File: src/rtl/fcfs_arb_pkg.sv
package fcfs_arb_pkg;

    localparam int NUM_MOD_DEF     = 14;
    localparam int SYNC_STAGES_DEF = 2;

    // Phase of the grant register: open for a new pick, or held by a module.
    typedef enum logic {
        PH_OPEN = 1'b0,
        PH_HELD = 1'b1
    } arb_phase_t;

    function automatic int idx_width(input int n);
        return (n > 2) ? $clog2(n) : 1;
    endfunction

endpackage

File: src/rtl/fcfs_req_sync.sv
module fcfs_req_sync #(
    parameter int W      = 28,
    parameter int STAGES = 2
) (
    input  logic         clk,
    input  logic         rst,
    input  logic [W-1:0] d_i,
    output logic [W-1:0] q_o
);

    logic [STAGES-1:0][W-1:0] stage_q;

    always_ff @(posedge clk) begin
        if (rst) begin
            stage_q <= '0;
        end else begin
            stage_q[0] <= d_i;
            for (int s = 1; s < STAGES; s++) begin
                stage_q[s] <= stage_q[s-1];
            end
        end
    end

    assign q_o = stage_q[STAGES-1];

endmodule

File: src/rtl/fcfs_order_queue.sv
module fcfs_order_queue #(
    parameter int N  = 14,
    parameter int IW = 4,
    parameter int CW = 4
) (
    input  logic          clk,
    input  logic          rst,
    input  logic [N-1:0]  rise_i,
    input  logic [N-1:0]  fall_i,
    output logic          head_valid_o,
    output logic [IW-1:0] head_idx_o
);

    logic [IW-1:0] slot_q [N];
    logic [IW-1:0] slot_d [N];
    logic [CW-1:0] cnt_q;
    logic [CW-1:0] cnt_d;
    int            fill;

    // Survivors keep their relative age; new arrivals append lowest index first.
    always_comb begin
        fill = 0;
        for (int i = 0; i < N; i++) slot_d[i] = '0;
        for (int i = 0; i < N; i++) begin
            if (CW'(i) < cnt_q && !fall_i[slot_q[i]] && fill < N) begin
                slot_d[fill] = slot_q[i];
                fill = fill + 1;
            end
        end
        for (int m = 0; m < N; m++) begin
            if (rise_i[m] && fill < N) begin
                slot_d[fill] = IW'(m);
                fill = fill + 1;
            end
        end
        cnt_d = CW'(fill);
    end

    always_ff @(posedge clk) begin
        if (rst) begin
            cnt_q <= '0;
            for (int i = 0; i < N; i++) slot_q[i] <= '0;
        end else begin
            cnt_q <= cnt_d;
            for (int i = 0; i < N; i++) slot_q[i] <= slot_d[i];
        end
    end

    assign head_valid_o = (cnt_q != '0);
    assign head_idx_o   = slot_q[0];

    // the oldest entry keeps the head until it leaves
    p_head_keep_r3: assert property (@(posedge clk) disable iff (rst)
        (head_valid_o && !fall_i[head_idx_o]) |=> (head_valid_o && head_idx_o == $past(head_idx_o)));

    // a withdrawn head is gone on the next cycle
    p_head_drop_r7: assert property (@(posedge clk) disable iff (rst)
        (head_valid_o && fall_i[head_idx_o]) |=> !(head_valid_o && head_idx_o == $past(head_idx_o)));

endmodule

File: src/rtl/fcfs_bus_arbiter.sv
module fcfs_bus_arbiter
    import fcfs_arb_pkg::*;
#(
    parameter int NUM_MOD     = NUM_MOD_DEF,
    parameter int SYNC_STAGES = SYNC_STAGES_DEF
) (
    input  logic               clk,
    input  logic               rst,
    input  logic               enable_i,
    input  logic               inhibit_i,
    input  logic [NUM_MOD-1:0] req_hi_i,
    input  logic [NUM_MOD-1:0] req_lo_i,
    output logic [NUM_MOD-1:0] grant_o,
    output logic               any_grant_o
);

    localparam int IW = idx_width(NUM_MOD);
    localparam int CW = $clog2(NUM_MOD + 1);

    logic [NUM_MOD-1:0] hi_s, lo_s;
    logic [NUM_MOD-1:0] hi_act, lo_act, hi_prev, lo_prev;
    logic [NUM_MOD-1:0] hi_rise, hi_fall, lo_rise, lo_fall;
    logic [NUM_MOD-1:0] grant_q, grant_d;
    logic               hi_hv, lo_hv;
    logic [IW-1:0]      hi_head, lo_head;
    arb_phase_t         phase;
    logic               may_pick;

    fcfs_req_sync #(.W(2*NUM_MOD), .STAGES(SYNC_STAGES)) u_sync (
        .clk (clk),
        .rst (rst),
        .d_i ({req_hi_i, req_lo_i}),
        .q_o ({hi_s, lo_s})
    );

    // A module waits on the urgent level if its level-1 line is up,
    // otherwise on the normal level; a granted module waits on neither.
    assign hi_act  = hi_s & ~grant_q;
    assign lo_act  = lo_s & ~hi_s & ~grant_q;
    assign hi_rise = hi_act & ~hi_prev;
    assign hi_fall = ~hi_act & hi_prev;
    assign lo_rise = lo_act & ~lo_prev;
    assign lo_fall = ~lo_act & lo_prev;

    always_ff @(posedge clk) begin
        if (rst) begin
            hi_prev <= '0;
            lo_prev <= '0;
            grant_q <= '0;
        end else begin
            hi_prev <= hi_act;
            lo_prev <= lo_act;
            grant_q <= grant_d;
        end
    end

    fcfs_order_queue #(.N(NUM_MOD), .IW(IW), .CW(CW)) u_hi_q (
        .clk (clk), .rst (rst),
        .rise_i (hi_rise), .fall_i (hi_fall),
        .head_valid_o (hi_hv), .head_idx_o (hi_head)
    );

    fcfs_order_queue #(.N(NUM_MOD), .IW(IW), .CW(CW)) u_lo_q (
        .clk (clk), .rst (rst),
        .rise_i (lo_rise), .fall_i (lo_fall),
        .head_valid_o (lo_hv), .head_idx_o (lo_head)
    );

    assign phase    = (|grant_q) ? PH_HELD : PH_OPEN;
    assign may_pick = enable_i && !inhibit_i;

    always_comb begin
        grant_d = grant_q;
        if (phase == PH_HELD) begin
            if (!(|(grant_q & (hi_s | lo_s)))) grant_d = '0;
        end else if (may_pick) begin
            if (|hi_act) begin
                if (hi_hv && hi_act[hi_head]) grant_d = NUM_MOD'(1) << hi_head;
            end else if (lo_hv && lo_act[lo_head]) begin
                grant_d = NUM_MOD'(1) << lo_head;
            end
        end
    end

    assign grant_o     = grant_q;
    assign any_grant_o = (phase == PH_HELD);

    p_onehot_r2: assert property (@(posedge clk) disable iff (rst) $onehot0(grant_o));

    p_gate_r6: assert property (@(posedge clk) disable iff (rst)
        (grant_q == '0 && !enable_i) |=> (grant_q == '0));

    p_inhibit_r10: assert property (@(posedge clk) disable iff (rst)
        (grant_q == '0 && inhibit_i) |=> (grant_q == '0));

    p_lo_wait_r4: assert property (@(posedge clk) disable iff (rst)
        (grant_q == '0 && |hi_act) |=> ((grant_q & ~$past(hi_act)) == '0));

    for (genvar g = 0; g < NUM_MOD; g++) begin : g_hold
        p_hold_r5: assert property (@(posedge clk) disable iff (rst)
            (grant_q[g] && (hi_s[g] || lo_s[g])) |=> grant_q[g]);
    end

endmodule

File: config.mk
export PLATFORM = sky130hd
export DESIGN_NAME = fcfs_bus_arbiter
export DESIGN_NICKNAME = d
export VERILOG_FILES = /design/src/rtl/fcfs_arb_pkg.sv /design/src/rtl/fcfs_req_sync.sv /design/src/rtl/fcfs_order_queue.sv /design/src/rtl/fcfs_bus_arbiter.sv
export SDC_FILE = /design/constraint.sdc
export NUM_CORES = 2
export LEC_CHECK = 0
export BUFFER_PORTS_ARGS = -buffer_cell sky130_fd_sc_hd__buf_2
export CAP_MARGIN = 15
export CELL_PAD_IN_SITES_DETAIL_PLACEMENT = 1
export CELL_PAD_IN_SITES_GLOBAL_PLACEMENT = 1
export CORE_MARGIN = 2
export CORE_UTILIZATION = 49
export CTS_CLUSTER_SIZE = 24
export DETAILED_ROUTE_END_ITERATION = 7
export GPL_ROUTABILITY_DRIVEN = 0
export PLACE_DENSITY_LB_ADDON = 0.1
export RECOVER_POWER = 100
export SLEW_MARGIN = 20
export SYNTH_ARGS = -nofsm -noshare
export SYNTH_HDL_FRONTEND = slang
export SYNTH_SLANG_ARGS = --single-unit
File: constraint.sdc
create_clock -name clk -period 26.7 [get_ports clk]
set_input_delay 4.005 -clock clk [delete_from_list [all_inputs] [get_ports clk]]
set_output_delay 4.005 -clock clk [all_outputs]
set_load 0.03 [all_outputs]
==> impl_metrics.csv <==
group,metric,value,unit
logic_synthesis,synthDominantCellAreaShare,10.5,%
logic_synthesis,synth_top_area_cell,"sky130_fd_sc_hd__dfxtp_1",
global_route,grt_max_degree,92,
timing,post-route-min-period,25.41,ns
global_route,vias_in_the_first_global_route,49900,
pwr,finalPower,6940,uW
worst_setup_path,r2r-start,"grant_o[2]",
global_route,grt_usage,44.2,%
timing,max_clock_freq,39.4,MHz
logic_synthesis,synth_async_sr_flop_share,0,%
logic_synthesis,yosys-top-cells-count,"sky130_fd_sc_hd__nor2_1 (843), sky130_fd_sc_hd__nand2_1 (763), sky130_fd_sc_hd__a21oi_1 (541)",
clocking,cts.clk_slew.worst_paths,0.07,ns
timing,slew_headroom,15.5,%
drt,met3_wirelength,16000,um
flow_run,max_cap_violations,0,
global_route,antenna_violations_before_repair,6,
timing,timing_max_transition_violations_final,0,
clocking,clock_tree.htree_level_count,1,
finish,number_of_nets_in_the_finished_design,6228,
placed_design,port_buffers,46,
floorplan,floorplan.rows,106,
logic_synthesis,synth_seq_area_share,10.5,%
worst_setup_path,worst_path_largest_cell_delay,0.70,ns
timing,grt_setup_unrepaired,"yes",
global_route,grt_pass1_wl,300000,um
drt,route.antenna.remaining_nets,0,
floorplan,start_util,49.6,%
pwr,total_leakage_power,0.0190,uW
timing,max_slew.worst_pin.slew,1.26,ns
logic_synthesis,synth_area_leaders,"sky130_fd_sc_hd__dfxtp_1 (11%), sky130_fd_sc_hd__nor2_1 (7.6%), sky130_fd_sc_hd__mux2i_1 (7.3%), sky130_fd_sc_hd__nand2_1 (6.9%), sky130_fd_sc_hd__a21oi_1 (6.5%)",
timing,finalCritPeriodShare,95.2,%
clocking,cts_made_buffers,25,
drt,drt_via_density,7.12,
finish,diodes,0,
drt,first_pass_iters,6,
logic_synthesis,synth_enable_flop_cells,0,
finish,n_fill_cell,11100,
logic_synthesis,synthesis.yosys.warnings,0,
timing,finalClockSkew,0.0157,ns
floorplan,dieArea,87000,um2
worst_setup_path,critPathLaunch,"grant_o[2]",
floorplan,die_height,295,um
worst_setup_path,critical_path_arrival,25.84,ns
finish,ff_latch_area,4360,um2
worst_setup_path,worst_ep_required_time,27.13,ns
worst_setup_path,worst-path-max-fanout,14,
worst_setup_path,criticalPathCategory,"reg2reg",
worst_setup_path,critical_path.startpoint_type,"register",
global_route,grt.overflow.total,0,
finish,layout-area-overhead-vs-synth,5.55,%
drt,num_vias,50900,
drt,detail_route.drc_violations,0,
logic_synthesis,synth_area_per_cell,6.73,um2
timing,fin_worst_hold_slack,0.452,ns
logic_synthesis,postSynthNetCount,6396,
clocking,count_of_clock_tree_sinks,218,
placed_design,post-dp-hpwl,159000,um
finish,final_layout_size_suffix_gt1_share,10.6,%
clocking,tritoncts,"done",
timing,timing_hold_violations_final,0,
clocking,postCtsHoldBufs,0,
worst_setup_path,crit_path_top_delay_cell,"sky130_fd_sc_hd__or3b_1",
pwr,peakVddDrop,0.000197,V
worst_setup_path,cpMostUsedCell,"sky130_fd_sc_hd__ha_1",
drt,drt_wl_total,201000,um
floorplan,floorplan.core_area,83700,um2
drt,dr.max_layer_used,"met5",
logic_synthesis,synth_cell_types,154,
clocking,clkLatencyLatePin,0.55,ns
logic_synthesis,most_frequent_cell_after_synthesis,"sky130_fd_sc_hd__nor2_1",
logic_synthesis,postSynthCellCount,6162,
min_path,worstHoldStart,"u_sync.stage_q[11]",
worst_setup_path,setup.worst_path.end_class,"register",
floorplan,die_width,295,um
drt,drt_iter0_markers,5531,
placed_design,dp_slack,-0.712,ns
floorplan,top_level_ports,47,
logic_synthesis,syn_area,41500,um2
finish,utilization,52.3,%
timing,fin_worst_setup_slack,1.29,ns
timing,finalSetupViolCount,0,
min_path,holdCritPathClass,"reg2reg",
finish,area_used_by_multi_input_combinational_logic,35300,um2
clocking,cts.root.buffer_cell,"sky130_fd_sc_hd__clkbuf_16",
drt,detail_route.wl_per_cell,28.2,um
logic_synthesis,ys_ff_latch,218,
run_status,run_status,"finished, final reports clean",
logic_synthesis,ys_dominant_reg_cell,"sky130_fd_sc_hd__dfxtp_1",
drt,wl_met2,91600,um
drt,met1Wirelength,73000,um
pwr,power-per-cell-area,158,nW/um2
clocking,cts_buffer_depth,3,
==> worst max-delay path, delay by kind of cell (launching register included) <==
kind                     cells  cell delay (ns)
AO/OA/AOI/OAI               33             8.92
AND/OR/NAND/NOR             28             6.67
adder cells (fa/ha/maj)     15             4.55
XOR/XNOR                     9             2.20
buffers and inverters       10             1.53
multiplexers                 3             0.95
flip-flops                   1             0.40
==> final timing paths <==
check / end / slack (ns) / depth (start not counted)
max: u_lo_q.slot_q[1][3] / 1.29 / 98
min: u_sync.q_o[11] / 0.45 / 1
max reg2reg: u_lo_q.slot_q[1][3] / 1.29 / 98
min reg2reg: u_sync.q_o[11] / 0.45 / 1
==> state kept, by name, summed over array words and instances, names as in the netlist <==
| name | cells |
|---|---|
| u_sync.q_o | 28 |
| u_lo_q.cnt_q | 4 |
| u_hi_q.cnt_q | 4 |
| grant_o | 14 |
| lo_prev | 14 |
| u_hi_q.slot_q | 56 |
| u_sync.stage_q | 28 |
| u_lo_q.slot_q | 56 |
| hi_prev | 14 |
==> cell usage in the layout, fill, tap and decap left out, drive strengths merged, types with 189 or more instances in the layout <==
cell type	instances
a21oi	553
a31oi	214
dfxtp	218
ha	200
inv	189
mux2i	303
nand2	774
nand3	357
nor2	846
o21ai	356
==> report_power, final <==
part	leakage [uW]	total, uW	switching [uW]	internal, uW
clock	0.000379	346	153	193
combinational	0.0168	6080	4150	1930
sequential	0.00178	515	148	367
total	0.0190	6940	4450	2490
==> per-stage QoR <==
stage / TNS, ns / instance area [um2] / instances
after floorplan: 0 / 41500 / 6162
after global placement: 0 / 42500 / 7090
after detailed placement: -30.77 / 42500 / 7090
after CTS: 0 / 43400 / 7134
after global routing: -7.14 / 43800 / 7145
final: 0 / 43800 / 7145
==> what timing repair did <==
item                       4_1_cts  5_1_grt
gates resized for setup          7       66
setup buffers                    0       11
setup endpoints to repair       59      119
pin swaps                        0        6
==> cell type report <==
type,count,share of cell area (%)
multi-input combinational,5391,80.7
clock inverter,12,0.289
inverter,191,1.64
timing repair buffer,167,2.61
tap,1134,3.24
sequential,218,9.97
clock buffer,32,1.56
==> routing by layer <==
| layer | track usage, % | vias up |
|---|---|---|
| met5 | 0 | - |
| met4 | 37.5 | 4 |
| met3 | 7.01 | 1072 |
| met2 | 73.8 | 2898 |
| met1 | 49.4 | 24300 |
| li1 | - | 22600 |
==> cell families (layout without fill, tap and decap cells) <==
group / Yosys count / count (layout) / synth area share (%)
and+or+nand+nor: 2746 / 2746 / 31.2
AOI/OAI and AO/OA: 1973 / 1973 / 33.0
adders and majority gates: 202 / 202 / 6.13
muxes: 411 / 411 / 12.4
xor gates and xnor gates: 59 / 59 / 1.56
buffers and inverters: 553 / 402 / 5.24
DFF: 218 / 218 / 10.5
(Power assumes the default switching activity.)
